<file path="src/rtl/adcseq_pkg.sv">
package adcseq_pkg;
  typedef enum logic [1:0] {
    SEQ_IDLE = 2'd0,
    SEQ_CONV = 2'd1,
    SEQ_ACQ  = 2'd2
  } seq_state_t;
endpackage

</file>
<file path="src/rtl/adcseq_start_detect.sv">
// Turns the strobe pin and register write into start requests and owns
// the self-clearing software start bit.
module adcseq_start_detect (
  input  logic clk,
  input  logic rst_n,
  input  logic strobe_i,
  input  logic wr_i,
  input  logic wdata_i,
  input  logic accept_i,
  input  logic clear_i,
  output logic pin_req_o,
  output logic sw_req_o,
  output logic sw_bit_o
);
  logic strobe_q;

  always_ff @(posedge clk or negedge rst_n) begin
    if (!rst_n) strobe_q <= 1'b0;
    else        strobe_q <= strobe_i;
  end

  assign pin_req_o = strobe_i & ~strobe_q;
  assign sw_req_o  = wr_i & wdata_i;

  always_ff @(posedge clk or negedge rst_n) begin
    if (!rst_n)                    sw_bit_o <= 1'b0;
    else if (clear_i)              sw_bit_o <= 1'b0;
    else if (accept_i && sw_req_o) sw_bit_o <= 1'b1;
  end

  // the bit moves only on an accepted start or on the end of conversion
  assert_swbit_stable_R7: assert property (@(posedge clk) disable iff (!rst_n)
    (!accept_i && !clear_i) |=> $stable(sw_bit_o));

  // an accepted software write sets the bit
  assert_swbit_set_R3: assert property (@(posedge clk) disable iff (!rst_n)
    (accept_i && wr_i && wdata_i) |=> sw_bit_o);
endmodule

</file>
<file path="src/rtl/adcseq_timer.sv">
// Conversion and acquisition timing state machine.
module adcseq_timer
  import adcseq_pkg::*;
#(
  parameter int CONV_CYC = 20,
  parameter int ACQ_CYC  = 2
) (
  input  logic clk,
  input  logic rst_n,
  input  logic req_i,
  input  logic setup_ok_i,
  output logic accept_o,
  output logic end_o,
  output logic busy_o,
  output logic hold_o,
  output logic done_o
);
  localparam int CW = $clog2(CONV_CYC + 2);
  localparam int AW = (ACQ_CYC > 1) ? $clog2(ACQ_CYC) : 1;
  localparam int GW = $clog2(ACQ_CYC + 1);

  seq_state_t     state;
  logic [CW-1:0]  cnt;
  logic [AW-1:0]  acnt;
  logic           ready;

  assign ready    = (state == SEQ_IDLE) || ((state == SEQ_ACQ) && (acnt == '0));
  assign accept_o = ready && req_i;
  assign end_o    = (state == SEQ_CONV) && (cnt == '0);

  always_ff @(posedge clk or negedge rst_n) begin
    if (!rst_n) begin
      state  <= SEQ_IDLE;
      cnt    <= '0;
      acnt   <= '0;
      busy_o <= 1'b0;
      hold_o <= 1'b0;
      done_o <= 1'b0;
    end else begin
      done_o <= 1'b0;
      case (state)
        SEQ_CONV: begin
          if (cnt == '0) begin
            state  <= SEQ_ACQ;
            acnt   <= AW'(ACQ_CYC - 1);
            busy_o <= 1'b0;
            hold_o <= 1'b0;
            done_o <= 1'b1;
          end else begin
            cnt <= cnt - 1'b1;
          end
        end
        default: begin
          if (accept_o) begin
            state  <= SEQ_CONV;
            cnt    <= setup_ok_i ? CW'(CONV_CYC - 1) : CW'(CONV_CYC);
            busy_o <= 1'b1;
            hold_o <= 1'b1;
          end else if (state == SEQ_ACQ) begin
            if (acnt == '0) state <= SEQ_IDLE;
            else            acnt  <= acnt - 1'b1;
          end
        end
      endcase
    end
  end

  // Checker state: busy length and gap since the last conversion
  logic [CW-1:0] chk_cnt;
  logic [CW-1:0] chk_exp;
  logic [GW-1:0] gap_cnt;

  always_ff @(posedge clk or negedge rst_n) begin
    if (!rst_n) begin
      chk_cnt <= '0;
      chk_exp <= '0;
      gap_cnt <= GW'(ACQ_CYC);
    end else begin
      chk_cnt <= busy_o ? chk_cnt + 1'b1 : '0;
      if (accept_o) chk_exp <= setup_ok_i ? CW'(CONV_CYC) : CW'(CONV_CYC + 1);
      if (end_o) gap_cnt <= '0;
      else if (!busy_o && gap_cnt < GW'(ACQ_CYC)) gap_cnt <= gap_cnt + 1'b1;
    end
  end

  // busy lasts the length chosen by the setup flag
  assert_busy_len_R4: assert property (@(posedge clk) disable iff (!rst_n)
    end_o |-> (chk_cnt + CW'(1) == chk_exp));

  // a new conversion never starts inside the acquisition window
  assert_acq_gap_R8: assert property (@(posedge clk) disable iff (!rst_n)
    $rose(busy_o) |-> (gap_cnt >= GW'(ACQ_CYC)));

  // busy only rises after a request
  assert_busy_cause_R2: assert property (@(posedge clk) disable iff (!rst_n)
    $rose(busy_o) |-> $past(req_i));

  // done is a single-cycle pulse
  assert_done_single_R5: assert property (@(posedge clk) disable iff (!rst_n)
    done_o |=> !done_o);

  // busy falls together with done and the return to track mode
  assert_busy_fall_R5: assert property (@(posedge clk) disable iff (!rst_n)
    $fell(busy_o) |-> (done_o && !hold_o));
endmodule

</file>
<file path="src/rtl/adcseq_result_stub.sv">
// Stand-in for the converter data path: counts completed conversions.
module adcseq_result_stub #(
  parameter int RES_W  = 14,
  parameter int WORD_W = 16
) (
  input  logic              clk,
  input  logic              rst_n,
  input  logic              end_i,
  output logic [WORD_W-1:0] word_o
);
  localparam int PAD = WORD_W - RES_W;

  logic [RES_W-1:0] cnt;

  always_ff @(posedge clk or negedge rst_n) begin
    if (!rst_n)     cnt <= '0;
    else if (end_i) cnt <= cnt + 1'b1;
  end

  generate
    if (PAD > 0) begin : g_pad
      assign word_o = {{PAD{1'b0}}, cnt};
    end else begin : g_nopad
      assign word_o = cnt[WORD_W-1:0];
    end
  endgenerate

  // one step per completed conversion, otherwise unchanged
  assert_res_step_R9: assert property (@(posedge clk) disable iff (!rst_n)
    end_i |=> (cnt == $past(cnt) + 1'b1));
  assert_res_hold_R9: assert property (@(posedge clk) disable iff (!rst_n)
    !end_i |=> $stable(cnt));
endmodule

</file>
<file path="src/rtl/adc_start_seq.sv">
module adc_start_seq #(
  parameter int CONV_CYC = 20,
  parameter int ACQ_CYC  = 2,
  parameter int RES_W    = 14,
  parameter int WORD_W   = 16
) (
  input  logic              clk,
  input  logic              rst_n,
  input  logic              conv_strobe_i,
  input  logic              ctrl_wr_i,
  input  logic              ctrl_start_i,
  input  logic              setup_ok_i,
  output logic              hold_o,
  output logic              busy_o,
  output logic              done_o,
  output logic              start_bit_o,
  output logic [WORD_W-1:0] result_o
);
  logic pin_req, sw_req, accept, conv_end;

  adcseq_start_detect u_start (
    .clk      (clk),
    .rst_n    (rst_n),
    .strobe_i (conv_strobe_i),
    .wr_i     (ctrl_wr_i),
    .wdata_i  (ctrl_start_i),
    .accept_i (accept),
    .clear_i  (conv_end),
    .pin_req_o(pin_req),
    .sw_req_o (sw_req),
    .sw_bit_o (start_bit_o)
  );

  adcseq_timer #(
    .CONV_CYC(CONV_CYC),
    .ACQ_CYC (ACQ_CYC)
  ) u_timer (
    .clk       (clk),
    .rst_n     (rst_n),
    .req_i     (pin_req | sw_req),
    .setup_ok_i(setup_ok_i),
    .accept_o  (accept),
    .end_o     (conv_end),
    .busy_o    (busy_o),
    .hold_o    (hold_o),
    .done_o    (done_o)
  );

  adcseq_result_stub #(
    .RES_W (RES_W),
    .WORD_W(WORD_W)
  ) u_result (
    .clk   (clk),
    .rst_n (rst_n),
    .end_i (conv_end),
    .word_o(result_o)
  );

  // the software bit is already clear when busy is seen low
  assert_bit_cleared_R6: assert property (@(posedge clk) disable iff (!rst_n)
    $fell(busy_o) |-> !start_bit_o);

  // the result word changes only together with done
  assert_result_with_done_R9: assert property (@(posedge clk) disable iff (!rst_n)
    !done_o |-> $stable(result_o));
endmodule

</file>
<file path="config.mk">
export PLATFORM = sky130hd
export DESIGN_NAME = adc_start_seq
export DESIGN_NICKNAME = d
export VERILOG_FILES = /design/src/rtl/adcseq_pkg.sv /design/src/rtl/adcseq_start_detect.sv /design/src/rtl/adcseq_timer.sv /design/src/rtl/adcseq_result_stub.sv /design/src/rtl/adc_start_seq.sv
export SDC_FILE = /design/constraint.sdc
export NUM_CORES = 1
export LEC_CHECK = 0
export BUFFER_PORTS_ARGS = -buffer_cell sky130_fd_sc_hd__buf_2
export CAP_MARGIN = 15
export CORE_MARGIN = 2
export CORE_UTILIZATION = 45
export CTS_CLUSTER_DIAMETER = 120
export DETAILED_ROUTE_END_ITERATION = 16
export PLACE_DENSITY = 0.72
export SYNTH_ARGS = -nofsm -noshare
export SYNTH_HDL_FRONTEND = slang
export SYNTH_SLANG_ARGS = --single-unit
</file>
<file path="constraint.sdc">
create_clock -name clk -period 1.84 [get_ports clk]
set_input_delay 0.092 -clock clk [delete_from_list [all_inputs] [get_ports clk]]
set_output_delay 0.092 -clock clk [all_outputs]
set_load 0.01 [all_outputs]
</file>
# Word level (Yosys, flattened, before mapping)
# Cells that the tools add are included.
[totals]
ff_bits = 26
in_bits = 6
output_inout_bits = 20
wordCells = 58
[classes]
addsub = 3
eq_ne = 6
muxes = 21
bitwise_logic = 5
n_reduce_logical = 15
[ops]
columns = ["op", "n"]
rows = [
  ["$mux 5", 3],
  ["$add 14x1->14 const B", 1],
  ["$mux 1", 12],
  ["$mux 2", 5],
  ["$reduce_and 3->1", 2],
  ["$reduce_bool 2->1", 3],
  ["$logic_not 5->1", 1],
  ["$sub 5x1->5 const B", 1],
  ["$logic_and 1x1->1", 4],
  ["$ne 2x2->1 const B", 2],
  ["$reduce_and 2->1", 2],
  ["$mux 3", 1],
  ["$ne 3x3->1 const B", 1],
  ["$reduce_bool 3->1", 1],
  ["$and 1x1->1", 2],
  ["$eq 2x1->1 const B", 1],
  ["$eq 2x2->1 const B", 1],
  ["$logic_not 2->1", 1],
  ["$ne 2x1->1 const B", 1],
  ["$not 1->1", 2],
  ["$logic_or 1x1->1", 1],
  ["$or 1x1->1", 1],
  ["$sub 1x1->1 const B", 1],
]

# Depth between registers and ports, before layout
# Gate-level depths: netlist of the first run.
[logic_depth]
depth_word = 7
ltp_mapped = 7
mapped_depth_nobuf = 7

# Cells and area by module
# A second synthesis of the first run with hierarchy kept.
[hier_totals]
cells_unflattened = 119
hier_area_um2 = 1340.0
[modules_own_cells]
columns = ["module", "instances", "cells_per_inst", "area_each_um2", "seq_area_each_um2"]
rows = [
  ["adcseq_result_stub", 1, 52, 665.6, 350.3],
  ["adcseq_timer", 1, 60, 594.3, 250.2],
  ["adcseq_start_detect", 1, 6, 73.8, 50.0],
  ["adc_start_seq", 1, 1, 6.3, 0.0],
]

# Worst setup path before layout of the first run
# Ideal clock, no wire load.
[synth_path]
path_type = "register -> register"
from = "register u_timer.state[0]"
to = "register u_timer.cnt[0]"
setup_time_ps = 120
arrival_time_ps = 1479
required_ps = 1720
path_slack_ps = 240
path_stages_with_launch = 7
path_buffers = 0
synth_period_minus_slack_ps = 1600
path_cell_list = "dfrtp_1 inv_1 ha_1 nor2b_1 o22ai_1 a21oi_1 o211a_1"
[synth_between]
elab_chain_len = 6
elab_cells_between_ends = 10
cone_classes = "3 x eq/ne; 1 x mux; 6 x reduce/logical"
[synth_rtl]
columns = ["item", "line_no", "text"]
rows = [
  ["start, declared", "adcseq_timer.sv:22", "seq_state_t state;"],
  ["start signal, assigned", "adcseq_timer.sv:33", "state <= SEQ_IDLE;"],
  ["start signal, assigned", "adcseq_timer.sv:44", "state <= SEQ_ACQ;"],
  ["start signal, assigned", "adcseq_timer.sv:55", "state <= SEQ_CONV;"],
  ["$eq 2x2->1", "adcseq_timer.sv:27", "assign ready = (state == SEQ_IDLE) || ((state == SEQ_ACQ) && (acnt == '0));"],
  ["$logic_and 1x1->1", "adcseq_timer.sv:27", ""],
  ["$logic_or 1x1->1", "adcseq_timer.sv:27", ""],
  ["$logic_and 1x1->1", "adcseq_timer.sv:28", "assign accept_o = ready && req_i;"],
  ["$reduce_bool 2->1 (no line)", "n/a", ""],
  ["$reduce_and 2->1 (no line)", "n/a", ""],
  ["end signal, assigned", "adcseq_timer.sv:50", "cnt <= cnt - 1'b1;"],
  ["end signal, assigned", "adcseq_timer.sv:56", "cnt <= setup_ok_i ? CW'(CONV_CYC - 1) : CW'(CONV_CYC);"],
  ["end, declared", "adcseq_timer.sv:23", "logic [CW-1:0] cnt;"],
]
# Parallel ways exist; a longest one is shown, timed or not.
# A chain may end at the register's enable or synchronous reset.

# Worst setup path after layout of the first run
[layout_path]
from = "register u_timer.cnt[0]"
to = "register u_result.cnt[6]"
[layout_between]
elab_chain_len = 2
[layout_rtl]
columns = ["item", "line_no", "text"]
rows = [
  ["$logic_not 5->1", "adcseq_timer.sv:29", "assign end_o = (state == SEQ_CONV) && (cnt == '0);"],
  ["$logic_and 1x1->1", "adcseq_timer.sv:29", ""],
  ["end signal, assigned", "adcseq_result_stub.sv:17", "else if (end_i) cnt <= cnt + 1'b1;"],
  ["end, declared", "adcseq_result_stub.sv:13", "logic [RES_W-1:0] cnt;"],
]
# Every way passes these cells.

==> impl_metrics.yaml, run 1 <==
timing:
  timing.hold.ws_ns: 0.07691
  finalWorstSetupSlack_ns: 0.1138
  setup_tns_ns: 0
  relSlewSlack_pct: 61.95
  drv_slew: 0
  fin_crit_ns: 1.726
  period_share_pct: 93.81
  rsz0062_at_grt: "no"
  worst_pin_slew_ns: 0.5707
  fmax_ghz: 0.5793
  final-hold-violation-count: 0
  final-setup-viol-count: 0
  finClkSkew_ns: 0.006555
logic_synthesis:
  yosysTopAreaCellShare_pct: 50.98
  yosysSeqAreaShare_pct: 50.98
  ys_ff_latch: 26
  ys_types: 36
  yosys_warnings: 0
  post-synth-top-area-cell: "dfrtp_1"
  ys_top_cells_by_area: "dfrtp_1, xnor2_1, ha_1"
  synthCells: 122
  syn_avg_cell_area_um2: 10.46
  syn_area_um2: 1276
worst_setup_path:
  cp.arrival_ns: 1.96
  required_ns: 2.07
  end_kind: "flip-flop"
  worstSetupPathType: "reg -> reg"
  rrSetupSlack_ns: 0.11
  cp-start-kind: "flip-flop"
  critPathMaxFanout: 6
  rr_worst_depth: 7
clock_tree:
  clk_latency_ns: 0.33
  root_buffer: "clkbuf_4"
  cts.path.max_buffers: 2
  numCtsBuffers: 3
  htreeDepth: 1
  clk_pin_slew_ns: 0.14
  numClockSinks: 26
  cts_tree: "built"
die:
  core_um2: 2734
  die_area_um2: 3278
  start_util_pct: 46.68
  die_x_um: 57.26
  rows: 19
  dieHeight_um: 57.26
  ios: 26
place:
  hpwl_um: 1743
  dp_slack_ns: 0.05110
  dpl.cell_count: 175
  gp_congestion: 0.7980
  portBuffers: 23
grt:
  grt_first_pass_wirelength_um: 4195
  grt_max_degree: 27
  antenna_found_initial: 0
  overflow: 0
  grtUsageTotal_pct: 16.52
  grt_pass1_vias: 945
hold_path:
  hold_depth: 3
  hold_path.class: "in -> reg"
layout:
  multiInputGateArea_um2: 579.3
  final_cells: 182
  antenna_cells: 0
  finalNetCount: 163
  seqCellArea_um2: 650.6
  fillers: 225
  area_growth_pct: 19.41
  drive_gt1_share_pct: 25.17
run_status:
  status: "complete, no violations"
routing:
  wire_per_inst_um: 13.28
  num_vias: 967
  antenna_left: 0
  drtIter0Drc: 39
  drt_first_pass_iters: 4
  drc: 0
  via_per_inst: 5.313
  postRouteWirelength_um: 2417
job:
  maxCapViolCount: 0
power:
  power_mw: 1.968
  leakage_nw: 0.8034
  power.density_nw_per_um2: 1291
  ir_worst_vdd_uv: 1044
==> cell type report <==
class	instances	area share [%]
flip-flops and latches	26	42.69
multi-input cells	82	38.01
repair buffers	29	10.84
well taps	31	2.545
inverters	10	2.463
clock inverters	1	1.970
clock buffers	3	1.478
==> cell families after synthesis <==
kind of cell / Yosys count / share of synthesized area [%]
fa+ha+maj: 5 / 4.902
flops: 26 / 50.98
buf+inv: 15 / 5.391
other cells: 1 / 0.2938
compound gates: 19 / 9.805
xor+xnor: 13 / 8.922
simple gates: 43 / 19.71
==> metrics by stage <==
step | util [%] | cell area (um^2)
after global placement | 52.13 | 1425
after CTS | 54.78 | 1498
after floorplan | - | 1280
final | 55.74 | 1524
after global routing | 55.74 | 1524
after detailed placement | 52.13 | 1425
==> final timing paths <==
kind,to,from
min reg2reg,u_result.cnt[13],u_result.cnt[13]
min,u_timer.cnt[2],setup_ok_i
max in group asynchronous,u_timer.cnt[3],rst_n
max reg2reg,u_result.cnt[6],u_timer.cnt[0]
max,u_result.cnt[6],u_timer.cnt[0]
min in group asynchronous,u_result.cnt[6],rst_n
==> cell usage after synthesis <==
master / instances
and3_1: 2
and4_1: 1
buf_4: 3
nand4_2: 1
o21a_1: 1
xor2_1: 5
buf_2: 1
ha_1: 5
o21ai_0: 2
a21oi_1: 6
inv_2: 1
nand3_1: 9
nor4b_4: 1
nand2_1: 11
nor2_1: 5
nor4_2: 1
a22oi_1: 1
nor2b_1: 2
and2_1: 2
a21boi_0: 1
or3_1: 2
nor4_1: 1
nor3_1: 2
clkbuf_1: 1
dfrtp_1: 26
o21ba_2: 1
xnor2_1: 8
o31ai_1: 1
o211a_1: 2
nand4_1: 1
o22ai_1: 1
inv_1: 9
conb_1: 1
or4b_2: 1
a31oi_1: 3
nand2b_1: 1
==> power breakdown <==
group	switching, mW	internal [mW]	total, mW
clock	0.174	0.220	0.394
sequential	0.145	0.711	0.856
combinational	0.379	0.339	0.717
==> state kept, by name, summed over array words and instances, names as in the netlist <==
signal,cells
u_result.cnt,14
u_timer.cnt,5
u_timer.state,2
u_start.strobe_q,1
u_start.sw_bit_o,1
u_timer.acnt,1
u_timer.busy_o,1
u_timer.done_o,1
==> worst max-delay path: stages, from the launching register on <==
cell and delay, ns:
dfrtp_1 0.43, inv_1 0.07, ha_1 0.19, nor4b_4 0.19, buf_4 0.19, and4_2 0.30, nand3_1 0.11, xnor2_1 0.15
==> cells in the final DEF (no fill, tap or decap), drive strengths merged, types with 2 or more instances in the layout <==
master and n:
a21oi 6, a31oi 3, and2 2, and3 2
buf 27, clkbuf 3, conb 2, dfrtp 26
dlygate4sd3 2, ha 5, inv 10, nand2 11
nand3 9, nand4 2, nor2 5, nor2b 2
nor3 2, nor4 2, o211a 2, o21ai 2
or3 2, xnor2 8, xor2 5
==> routing by layer <==
layer	track usage, %	wire length, um	vias up
met1	19.24	1066	469
met5	0	0	-
met2	29.06	1220	24
met3	4.989	102	5
met4	5.316	27	0
li1	-	-	469
==> timing repair <==
action / CTS / global route
endpoints found under the setup margin: 0 / 10
hold buffers: 2 / 0
hold endpoints to repair: 27 / 0
setup buffers: 0 / 1
resized for setup: 0 / 3
Power figures use the tool's default switching activity.
==> inputs of run 2 (changes only) <==
Settings changed: ABC_AREA from default to 1, PLACE_DENSITY 0.72 to 0.71.
==> run 2 against run 1 <==
Effect of this change: cell count grew 41%; register-to-register slack gained 0.18 ns; critical path depth grew 1; via count is 26% higher.
==> impl_metrics.yaml, run 2 <==
layout:
  area_growth_pct: 12.54
  final_common_cell: "nand2_1"
  utilization_pct: 53.98
  finalNetCount: 225
  top_regs: "u_result.cnt: 14 flops, u_timer.cnt: 5 flops, u_timer.state: 2 flops"
  largest_register_ffs: 14
  layout_common_cells: "nand2_1, dfrtp_1, buf_2, inv_1, nor2_1"
  drive_gt1_share_pct: 20.66
  seqCellArea_um2: 650.6
  multiInputGateArea_um2: 701.9
  regMostFlops: "u_result.cnt"
  antenna_cells: 0
  fillers: 306
logic_synthesis:
  synth.mux.area_fraction_pct: 0
  yosys_warnings: 0
  syn_avg_cell_area_um2: 7.853
  ys_ff_latch: 26
  yosys.area_share.simple_pct: 34.24
  yosys.area_share.xor_xnor_pct: 2.288
  yosysSeqAreaShare_pct: 44.07
  synthAdderAreaFrac_pct: 4.237
  synth_top_family_by_area: "simple AND/OR/NAND/NOR gates"
  synth_top_flop_cell: "dfrtp_1"
  ys_async_sr_fraction_pct: 100.0
  yosysMostFrequentCell: "nand2_1"
  yosysTopAreaCellShare_pct: 44.07
  synthTopCellsByCount: "nand2_1, dfrtp_1, inv_1, nor2_1, nand3_1"
  syn_area_um2: 1476
  ys_types: 28
  post-synth-top-area-cell: "dfrtp_1"
  synth-edff-count: 0
  synthCells: 188
  ys_top_cells_by_area: "dfrtp_1, nand2_1, inv_1"
  synth-compound-area-share_pct: 6.271
clock_tree:
  numClockSinks: 26
  cts_resized: 0
  cts.path.max_buffers: 2
  numCtsBuffers: 3
  cts_tree: "built"
  postCtsSetupRepairBufs: 0
  clk_pin_slew_ns: 0.14
  htreeDepth: 1
  clk_latency_ns: 0.32
  root_buffer: "clkbuf_4"
grt:
  overflow: 0
  grt_max_degree: 27
  grt_first_pass_wirelength_um: 4664
  grtUsageTotal_pct: 16.78
  antenna_found_initial: 0
  grt_pass1_vias: 1069
worst_setup_path:
  cp-startpoint: "u_timer.state[1]"
  critPathMaxFanout: 15
  required_ns: 2.11
  worstSetupPathType: "reg -> reg"
  rr_worst_depth: 8
  cp-start-kind: "flip-flop"
  timing.rr.start: "u_timer.state[1]"
  end_kind: "flip-flop"
  cp.arrival_ns: 1.82
routing:
  num_vias: 1216
  wire_per_inst_um: 10.70
  drt_first_pass_iters: 4
  via_per_inst: 4.732
  drc: 0
  antenna_left: 0
  postRouteWirelength_um: 2750
  drtIter0Drc: 62
hold_path:
  hold_path.class: "in -> reg"
  hold_depth: 4
  hold_start: "setup_ok_i"
die:
  die_x_um: 61.28
  start_util_pct: 47.97
  die_area_um2: 3755
  ios: 26
  rows: 20
  core_um2: 3078
  dieHeight_um: 61.28
place:
  portBuffers: 23
  hpwl_um: 2045
  gp_congestion: 0.8086
timing:
  final-hold-violation-count: 0
  period_share_pct: 83.93
  drv_slew: 0
  setup_tns_ns: 0
  fmax_ghz: 0.6475
  worst_pin_slew_ns: 0.5943
  finClkSkew_ns: 0.001482
  relSlewSlack_pct: 60.38
  final-setup-viol-count: 0
  fin_crit_ns: 1.544
  rsz0062_at_grt: "no"
power:
  p_seq_share_pct: 43.5
  p_comb_share_pct: 40.8
  clkPwrFrac_pct: 15.8
  leakage_nw: 0.8458
  power_mw: 1.842
  power.density_nw_per_um2: 1108
  swShare_pct: 40.28
  power.switching_uw: 741.7
  ir_worst_vdd_uv: 809.5
  p_int_mw: 1.100
job:
  maxCapViolCount: 0
run_status:
  status: "complete, no violations"
## run 2: cell types whose count changed after synthesis, moves of 4 or more
| cell | change |
|---|---|
| nor2_1 | +10 |
| xnor2_1 | -6 |
| nand2_1 | +52 |
| nand3_1 | +4 |
| inv_1 | +10 |
| xor2_1 | -5 |
| nand4_1 | +4 |
## run 2: cell families after synthesis
kind of cell,after synthesis
compound gates,16
xor+xnor,3
fa+ha+maj,5
buf+inv,27
flops,26
other cells,1
simple gates,110
## run 2: repair_timing
action / in CTS / in global routing
hold buffers: 2 / 0
setup endpoints to repair: 0 / 0
hold endpoints to repair: 27 / 0
## run 2: per-layer routing
layer / GRT usage [%] / vias up / wire length, um
met2: 27.05 / 20 / 1222
met5: 0 / - / 0
met3: 2.521 / 4 / 81
met4: 6.522 / 0 / 44
met1: 22.80 / 555 / 1401
li1: - / 637 / -
## run 2: cell type report
class                   instances  share of cell area (%)
clock buffers                   4                   2.184
inverters                      22                   4.970
multi-input cells             136                   42.24
flip-flops and latches         26                   39.16
well taps                      44                   3.313
repair buffers                 25                   8.133
## run 2: per-stage QoR
stage / worst slack, ns / hold WS, ns / std cells / area (um^2)
6_report: 0.2956 / 0.08797 / 257 / 1662
5_1_grt: 0.1250 / 0.1034 / 257 / 1662
4_1_cts: 0.2869 / 0.07029 / 257 / 1662
3_5_place_dp: 0.3182 / 0.1356 / 251 / 1605
3_3_place_gp: 0.3257 / 0.1344 / 251 / 1605
2_1_floorplan: 0.4764 / -0.2036 / 189 / 1480
## run 2: worst max-delay path: stages (launching register included)
cell and delay [ns]:
dfrtp_1 0.42, inv_1 0.09, ha_1 0.25, inv_2 0.12, nor2_4 0.15, nand2_4 0.14, nor2_2 0.17, nand3_1 0.09
nand2_1 0.06
## run 2: power groups by stage
stage          Combinational [mW]  Clock, mW  Sequential [mW]
6_report                    0.751      0.291            0.800
5_1_grt                     0.874      0.321            0.817
4_1_cts                     0.765      0.301            0.801
3_5_place_dp                0.759          0            0.812
3_3_place_gp                0.747          0            0.809
2_1_floorplan               0.578          0            0.820
## run 2: worst paths after layout
path | to | slack, ns
worst max-delay path | u_result.cnt[9] | 0.30
worst min-delay path | u_timer.cnt[2] | 0.09
worst max register to register | u_result.cnt[9] | 0.30
worst min register to register | u_start.sw_bit_o | 0.51
max in group asynchronous | u_result.cnt[0] | 1.17
min in group asynchronous | u_result.cnt[10] | 0.29
==> inputs of run 3 (changes only) <==
Settings changed: ABC_AREA 1 to 0, PLACE_DENSITY 0.71 to 0.75.
Clock period 1.84 ns to 1.3 ns, I/O delays scaled along.
==> run 3 against run 2 <==
Effect of this change: the run now ends with setup timing left; setup slack lost 0.63 ns; global-route usage up 3.6 points; first-iteration DRC count decreased by 26%; critical endpoint is now u_timer.cnt[1]; largest power group is now combinational logic.
==> impl_metrics.yaml, run 3 (synthesis results as in run 1) <==
clock_tree:
  root_buffer: "clkbuf_4"
  htreeDepth: 1
  cts_tree: "built"
  clk_latency_ns: 0.33
  cts.path.max_buffers: 2
  numCtsBuffers: 3
  numClockSinks: 26
  clk_pin_slew_ns: 0.14
layout:
  drive_gt1_share_pct: 56.59
  multiInputGateArea_um2: 809.5
  seqCellArea_um2: 651.9
  utilization_pct: 74.00
  fillers: 183
  finalNetCount: 194
  top_regs: "u_result.cnt: 14 flops, u_timer.cnt: 5 flops, u_timer.state: 2 flops"
  postLayoutCellArea_um2: 2023
  regMostFlops: "u_result.cnt"
  final_common_cell: "buf_4"
  antenna_cells: 0
  area_growth_pct: 58.53
  layout_common_cells: "buf_4, dfrtp_1, buf_2, buf_6"
  largest_register_ffs: 14
die:
  dieHeight_um: 57.26
  die_x_um: 57.26
  core_um2: 2734
  start_util_pct: 46.68
  die_area_um2: 3278
  rows: 19
  ios: 26
worst_setup_path:
  cp.arrival_ns: 1.87
  worstPathCellList: "inv_2 -> ha_4 -> nor4b_4 -> buf_4 -> nand2_4 -> inv_6 -> a21oi_4 -> o211a_1"
  critPathMaxStageDelay_ns: 0.43
  cp-start-kind: "flip-flop"
  required_ns: 1.54
  end_kind: "flip-flop"
  critPathMaxFanout: 5
  path_buf_inv: 3
  crit_slowest_cell: "dfrtp_1"
  worstSetupPathType: "reg -> reg"
  crit_family: "flip-flops"
run_status:
  status: "complete, but fails checks"
  violations: "setup timing"
place:
  placed_area_um2: 1619
  dp_slack_ns: -0.3573
  gp_congestion: 0.8188
  hpwl_um: 2046
  portBuffers: 23
timing:
  fin_crit_ns: 1.639
  relSlewSlack_pct: 60.87
  period_share_pct: 126.1
  final-hold-violation-count: 0
  timing.hold.ws_ns: 0.02123
  finalWorstSetupSlack_ns: -0.3389
  fmax_ghz: 0.6102
  drv_slew: 0
  final-setup-viol-count: 25
  finClkSkew_ns: 0.005387
  rsz0062_at_grt: "yes"
  worst_pin_slew_ns: 0.5869
routing:
  drc: 0
  postRouteWirelength_um: 3333
  wire_per_inst_um: 15.65
  via_per_inst: 5.352
  drtIter0Drc: 46
  num_vias: 1140
  antenna_left: 0
  drt_first_pass_iters: 4
power:
  leakage_nw: 1.015
  power_mw: 3.898
  power.density_nw_per_um2: 1926
  ir_worst_vdd_uv: 1902
grt:
  overflow: 0
  grtUsageTotal_pct: 20.42
  grt_first_pass_wirelength_um: 5133
  grt_max_degree: 27
  grt_pass1_vias: 1133
  antenna_found_initial: 0
hold_path:
  hold_path.class: "in -> reg"
job:
  maxCapViolCount: 0
## run 3: tightest hold or removal path: cells and delay by family
family | cells | cell delay (ns)
AND/OR/NAND/NOR | 2 | 0.18
buffers and inverters | 1 | 0.07
## run 3: worst paths after layout
kind | from | endpoint | slack, ns | cells after the start
min reg2reg | u_result.cnt[13] | u_result.cnt[13] | 0.47 | 1
max reg2reg | u_timer.cnt[0] | u_timer.cnt[1] | -0.34 | 8
max | u_timer.cnt[0] | u_timer.cnt[1] | -0.34 | 8
min | setup_ok_i | u_timer.cnt[2] | 0.02 | 3
min in group asynchronous | rst_n | u_result.cnt[12] | 0.25 | 2
max in group asynchronous | rst_n | u_timer.state[0] | 0.63 | 2
## run 3: stage by stage
stage	setup TNS (ns)	cells
2_1_floorplan	-3.613	123
3_3_place_gp	-4.612	194
3_5_place_dp	-5.830	194
4_1_cts	-6.152	204
5_1_grt	-8.117	213
6_report	-6.262	213
## run 3: repair_timing
| action | CTS | global route |
|---|---|---|
| hold buffers | 2 | 0 |
| buffers inserted | 6 | 11 |
| endpoints found under the setup margin | 25 | 25 |
| resized for setup | 24 | 29 |
| hold endpoints to repair | 27 | 0 |
| pin swaps | 8 | 18 |
## run 3: final cells by class
type / instances / area share [%]
Clock buffer: 3 / 1.113
Clock inverter: 1 / 1.484
Inverter: 10 / 2.288
Multi-Input combinational cell: 82 / 40.01
Sequential cell: 26 / 32.22
Tap cell: 31 / 1.917
Timing Repair Buffer: 60 / 20.96
## run 3: report_power, final
part	switching, mW	leakage [nW]	internal (mW)
sequential	0.191	0.338	1.01
combinational	1.01	0.649	1.12
clock	0.252	0.0279	0.312
total	1.45	1.02	2.44
## run 3: metal layers
layer / global-route usage [%] / vias up / part of all wire [%]
li1: - / 537 / -
met1: 24.82 / 557 / 38
met2: 35.80 / 35 / 55
met3: 4.762 / 11 / 4.3
met4: 6.645 / 0 / 2.2
met5: 0 / - / 0
